### config.mk
export PLATFORM = sky130hd
export DESIGN_NAME = ovf_alu
export DESIGN_NICKNAME = d
export VERILOG_FILES = /design/src/rtl/ovf_alu.sv
export SDC_FILE = /design/constraint.sdc
export NUM_CORES = 2
export LEC_CHECK = 0
export ABC_AREA = 1
export BUFFER_PORTS_ARGS = -buffer_cell sky130_fd_sc_hd__buf_2
export CAP_MARGIN = 10
export CORE_MARGIN = 4
export CORE_UTILIZATION = 68
export DETAILED_ROUTE_END_ITERATION = 7
export GPL_ROUTABILITY_DRIVEN = 0
export MAX_ROUTING_LAYER = met4
export PLACE_DENSITY = 0.85
export SETUP_SLACK_MARGIN = 0.02
export SLEW_MARGIN = 40
export SYNTH_ARGS = -nofsm -noshare
export SYNTH_HDL_FRONTEND = slang
export SYNTH_SLANG_ARGS = --single-unit
### constraint.sdc
create_clock -name clk -period 95.3 [get_ports clk]
set_input_delay 19.06 -clock clk [delete_from_list [all_inputs] [get_ports clk]]
set_output_delay 19.06 -clock clk [all_outputs]
set_load 0.02 [all_outputs]
### src/rtl/ovf_alu.sv
module ovf_alu #(
  parameter int W = 16
) (
  input  logic         clk,
  input  logic         rst_n,
  input  logic         in_valid,
  input  logic [3:0]   opcode,
  input  logic [W-1:0] a_in,
  input  logic [W-1:0] b_in,
  output logic         out_valid,
  output logic [W-1:0] res_out,
  output logic         res_we,
  output logic [W-1:0] o_out,
  output logic         o_we,
  output logic         cond_out,
  output logic [1:0]   cost_out
);
  localparam int W2 = 2 * W;
  localparam logic [3:0] OP_ESC = 4'h0, OP_SET = 4'h1, OP_ADD = 4'h2, OP_SUB = 4'h3,
                         OP_MUL = 4'h4, OP_DIV = 4'h5, OP_MOD = 4'h6, OP_SHL = 4'h7,
                         OP_SHR = 4'h8, OP_AND = 4'h9, OP_OR  = 4'hA, OP_XOR = 4'hB,
                         OP_IFE = 4'hC, OP_IFN = 4'hD, OP_IFG = 4'hE, OP_IFB = 4'hF;

  logic [W:0]    sum, dif;
  logic [W2-1:0] prod, shl_w, shr_w, div_w;
  logic [W-1:0]  quo, rem;
  logic          bz;

  assign bz    = (b_in == '0);
  assign sum   = {1'b0, a_in} + {1'b0, b_in};
  assign dif   = {1'b0, a_in} - {1'b0, b_in};
  assign prod  = {{W{1'b0}}, a_in} * {{W{1'b0}}, b_in};
  assign shl_w = {{W{1'b0}}, a_in} << b_in;
  assign shr_w = {a_in, {W{1'b0}}} >> b_in;
  assign quo   = bz ? '0 : a_in / b_in;
  assign rem   = bz ? '0 : a_in % b_in;
  assign div_w = bz ? '0 : {a_in, {W{1'b0}}} / {{W{1'b0}}, b_in};

  logic [W-1:0] n_res, n_o;
  logic         n_rwe, n_owe, n_cond, n_pass;
  logic [1:0]   n_cost;

  always_comb begin
    n_res  = '0;
    n_o    = '0;
    n_rwe  = 1'b1;
    n_owe  = 1'b0;
    n_cond = 1'b1;
    n_pass = 1'b1;
    n_cost = 2'd1;
    unique case (opcode)
      OP_ESC: begin n_rwe = 1'b0; n_cost = 2'd0; end
      OP_SET: n_res = b_in;
      OP_AND: n_res = a_in & b_in;
      OP_OR:  n_res = a_in | b_in;
      OP_XOR: n_res = a_in ^ b_in;
      OP_ADD: begin
        n_res = sum[W-1:0]; n_o = {{(W-1){1'b0}}, sum[W]}; n_owe = 1'b1; n_cost = 2'd2;
      end
      OP_SUB: begin
        n_res = dif[W-1:0]; n_o = {W{dif[W]}}; n_owe = 1'b1; n_cost = 2'd2;
      end
      OP_MUL: begin
        n_res = prod[W-1:0]; n_o = prod[W2-1:W]; n_owe = 1'b1; n_cost = 2'd2;
      end
      OP_DIV: begin
        n_res = quo; n_o = div_w[W-1:0]; n_owe = 1'b1; n_cost = 2'd3;
      end
      OP_MOD: begin n_res = rem; n_cost = 2'd3; end
      OP_SHL: begin
        n_res = shl_w[W-1:0]; n_o = shl_w[W2-1:W]; n_owe = 1'b1; n_cost = 2'd2;
      end
      OP_SHR: begin
        n_res = shr_w[W2-1:W]; n_o = shr_w[W-1:0]; n_owe = 1'b1; n_cost = 2'd2;
      end
      default: begin
        n_rwe = 1'b0;
        case (opcode)
          OP_IFE:  n_pass = (a_in == b_in);
          OP_IFN:  n_pass = (a_in != b_in);
          OP_IFG:  n_pass = (a_in > b_in);
          default: n_pass = ((a_in & b_in) != '0);
        endcase
        n_cond = n_pass;
        n_cost = n_pass ? 2'd2 : 2'd3;
      end
    endcase
  end

  always_ff @(posedge clk) begin
    if (!rst_n) begin
      out_valid <= 1'b0;
      res_out   <= '0;
      res_we    <= 1'b0;
      o_out     <= '0;
      o_we      <= 1'b0;
      cond_out  <= 1'b0;
      cost_out  <= 2'd0;
    end else begin
      out_valid <= in_valid;
      if (in_valid) begin
        res_out  <= n_res;
        res_we   <= n_rwe;
        o_out    <= n_o;
        o_we     <= n_owe;
        cond_out <= n_cond;
        cost_out <= n_cost;
      end
    end
  end


  always_comb begin
    if (!bz) div_split_chk: assert (div_w[W2-1:W] == quo);
  end


  div_zero_chk: assert property (@(posedge clk) disable iff (!rst_n)
    (in_valid && opcode == OP_DIV && b_in == '0) |=> (res_out == '0 && o_out == '0 && o_we));


  mod_keeps_o_chk: assert property (@(posedge clk) disable iff (!rst_n)
    (in_valid && opcode == OP_MOD) |=> (!o_we && res_we && cost_out == 2'd3));


  logic_no_o_chk: assert property (@(posedge clk) disable iff (!rst_n)
    (out_valid && cost_out == 2'd1) |-> (!o_we && res_we));


  cmp_cost_chk: assert property (@(posedge clk) disable iff (!rst_n)
    (in_valid && opcode[3:2] == 2'b11) |=> (!res_we && !o_we && cost_out == (cond_out ? 2'd2 : 2'd3)));


  hold_chk: assert property (@(posedge clk) disable iff (!rst_n)
    !in_valid |=> (!out_valid && $stable(res_out) && $stable(o_out) && $stable(cost_out)));


  esc_chk: assert property (@(posedge clk) disable iff (!rst_n)
    (in_valid && opcode == OP_ESC) |=> (!res_we && !o_we && cond_out && cost_out == 2'd0));
endmodule

==> results <==
- The final critical-path share of the clock period is 92.6%.
- The worst relative slew slack is 31.7%.
- Averaged over all synthesized cells, the footprint is 6.16 µm².
- The gate family responsible for the most delay along the worst path is compound AO/OA/AOI/OAI gates.
- The number of setup violations in the final report is 0.
- After routing the design area is 46800 µm².
- During I/O placement, the number of pins put on the boundary was 77.
- In the global route stage, overall resource usage came out at 40.2%.
- Along the worst hold path, the cell count comes to 2.
- The synthesized design devotes to its leading area cell type 18.4% of total area.
- In this run the horizontal extent of the chip is 266 µm.
- The worst hold path belongs to the class flip-flop to flip-flop.
- The simple logic cell fraction of the synthesized area is 31.5%.
- The clock period could shrink to 88.24 ns.
- For this configuration, the core starts out at a cell density of 68.6%.
- The summed negative setup slack over all endpoints is 0 ns.
- The adder-cell share of the synthesized area is 27.2%.
- The initial antenna violation count is 8.
- The data arrival time of the critical path is 88.41 ns.
- The post-detailed-route via-to-cell ratio is 6.12.
- The die covers 70600 µm².
- The proportion of synthesized chip area in sequential cells is 1.68%.
- The number of clock buffers added by TritonCTS is 5.
- The clock tree synthesis step divided the H-tree into 2 levels.
- The maximum number of pins on one net before global-route repair is 56.
- The number of max-cap violations is 0.
- For this run, design rule violations remaining after detail routing come to 0.
- The tree is rooted in a clkbuf_16.
- Summing over every cut layer, the via total after detailed routing is 49913.
- The max-slew violation total from the final report is 0.
- The critical path in this run is classified as primary input to flip-flop.
- The critical path contains buffers and inverters numbering 54 combined.
- The final net count is 8192.
- Summed over all instances, the cell type with the most area after synthesis is ha_1.
- The count of hold-fix buffers inserted at cts is 0.
- For this run, the number of Yosys warnings is 0.
- After synthesis, the share of cell area in mux cells is 0.0665%.
- Cells fill 71.0% of the core in the end.
- The critical path launch point type is a primary input.
- The synthesized netlist devotes 19.4% of its cell area to compound gates.
- Counting flops with a built-in enable in the synthesized netlist gives 0.
- The share of flip-flops with an asynchronous set or reset is 0%.
- Static timing analysis puts the maximum clock frequency at 11.3 MHz.
- The endpoint required time on the critical path is 95.47 ns.
- The via count of the first global-routing pass is 46924.
- The synthesized area is 45200 µm².
- Cells with a size suffix above 1 make up 9.09% of the layout.
- For this run, the leading register cell type out of synthesis is dfxtp_1.
- The floorplan step defined a core boundary enclosing 65900 µm².
- The worst hold slack is 0.464 ns.
- The CTS tree is yes.
- The post-synthesis register bit count is 38.
- The instance count of the mapped netlist is 7331.
- Of the total synthesized cell area, the portion taken by XOR and XNOR cells is 8.30%.
- The library cell used most frequently in the layout, excluding fill and tap cells, is nand2_1.
- The flow ran to the end, and the final reports show no timing, DRC or antenna violations.
- The number of distinct library cells after synthesis is 82.
- The final worst clock skew is 0 ns.
- The cell seen most often among critical-path stages is nand2_1.
- Relative to the synthesized area, the layout overhead comes to 3.51%.
- The transition time at the pin with the least slew margin is 1.02 ns.
- Along the worst path, the maximum fanout reaches 32.
- The placed instances occupy a cell area of 45900 µm².
- The largest stage delay on the critical path is 0.39 ns.
- The global-route wire length before repair is 230000 µm.
- The die height is 266 µm.
- The post-detailed-routing wire length is 145000 µm.
- The mean routed wirelength per cell is 17.7 µm.
- The clock reaches the later pin of the worst-skew pair after 0.29 ns.
- Leaving out fill and tap cells, the most frequent cells in the layout are 1816 x nand2_1, 1013 x inv_1, 665 x ha_1.
- The number of cells on the worst reg-to-reg path is 2.
- The kind of end point of the critical path is a flip-flop.
- The number of clock sinks is 38.
- During placement, the flow inserted port buffers numbering 76.
- The first detailed-routing pass took 8 iterations.
- The number of buffers on the longest clock path is 2.
- The overflow left after global routing is 0.
- The dominant combinational cell family by area after synthesis is simple AND/OR/NAND/NOR gates.
- In this run the core area contains 94 standard-cell rows.
- The number of nets handed over by synthesis was 8234.
- By area the synthesized netlist is led by ha_1 18%, nand2_1 15%, fa_1 8.8%, inv_1 8.5%, o21ai_0 6.2%.
- The final hold violation count is 0.
- The slowest stage of the critical path is the ha_2 cell.
- The iteration-0 DRC count of the detailed router is 5364.
- The antenna violation net count after detailed routing is 0.
- The number of logic stages on the critical path including buffering is 496.
- The HPWL after detailed placement is 112000 µm.
- After clock tree synthesis, the clock-pin slew on the worst setup and hold paths is 0.07 ns.
## synthesized netlist by cell type (38+ instances only)
cell	instances
o211ai_1	49
nor2_1	441
clkbuf_1	147
nand2_1	1817
nor3_1	60
o21ai_1	50
nand3_1	354
a21oi_1	485
inv_2	63
fa_1	198
o21bai_1	60
or2_2	53
o21ai_0	560
xnor2_1	219
inv_1	1018
nand2_2	90
nand4_1	101
a21o_1	70
dfxtp_1	38
nand3_2	64
ha_1	666
xor2_1	209
## worst paths after layout
kind | from | endpoint | slack [ns]
max | b_in[8] | o_out[0] | 7.06
min | res_out[14] | res_out[14] | 0.46
max reg2reg | res_out[3] | res_out[3] | 94.46
min reg2reg | res_out[14] | res_out[14] | 0.46
## registers in the layout, indices dropped and copies added (netlist names)
register	cells
res_we	1
res_out	16
o_we	1
o_out	16
cond_out	1
out_valid	1
cost_out	2
## logic make-up after synthesis
family                     after synthesis
and+or+nand+nor                       3149
xor gates and xnor gates               428
adders and majority gates              864
muxes                                    3
AOI/OAI and AO/OA                     1509
DFF                                     38
buffers and inverters                 1340
## per-layer routing
layer	GRT usage [%]	share of wire, %
met5	-	0
met4	22.5	7.0
met3	8.12	11
met2	62.6	43
met1	48.6	39
## cell type report
type | instances | area, µm²
repair buffers | 166 | 1130
fillers | 5672 | 19100
well taps | 864 | 1080
inverters | 1112 | 4250
flip-flops and latches | 38 | 761
clock inverters | 3 | 45.0
repair inverters | 5 | 27.5
clock buffers | 5 | 125
diodes | 5 | 12.5
multi-input cells | 5961 | 39300
## per-stage QoR
stage | std cells | worst slack, ns
floorplan | 7331 | 7.26
global placement | 8096 | 4.30
detailed placement | 8096 | 1.54
CTS | 8104 | 1.55
global route | 8159 | -0.380
finish | 8159 | 7.06
## worst reg2reg max path, cell delays in order (launching register included)
cell	delay, ns
dfxtp_1	0.48
nand2_1	0.09
a21oi_1	0.18
## what timing repair did
item | CTS | global route
gates resized for setup | 0 | 105
setup buffers | 0 | 37
hold endpoints to repair | 0 | 0
setup endpoints to repair | 0 | 3
Power is not shown: default switching activity piles up to over one toggle a cycle in this logic, so the estimate is an artifact.
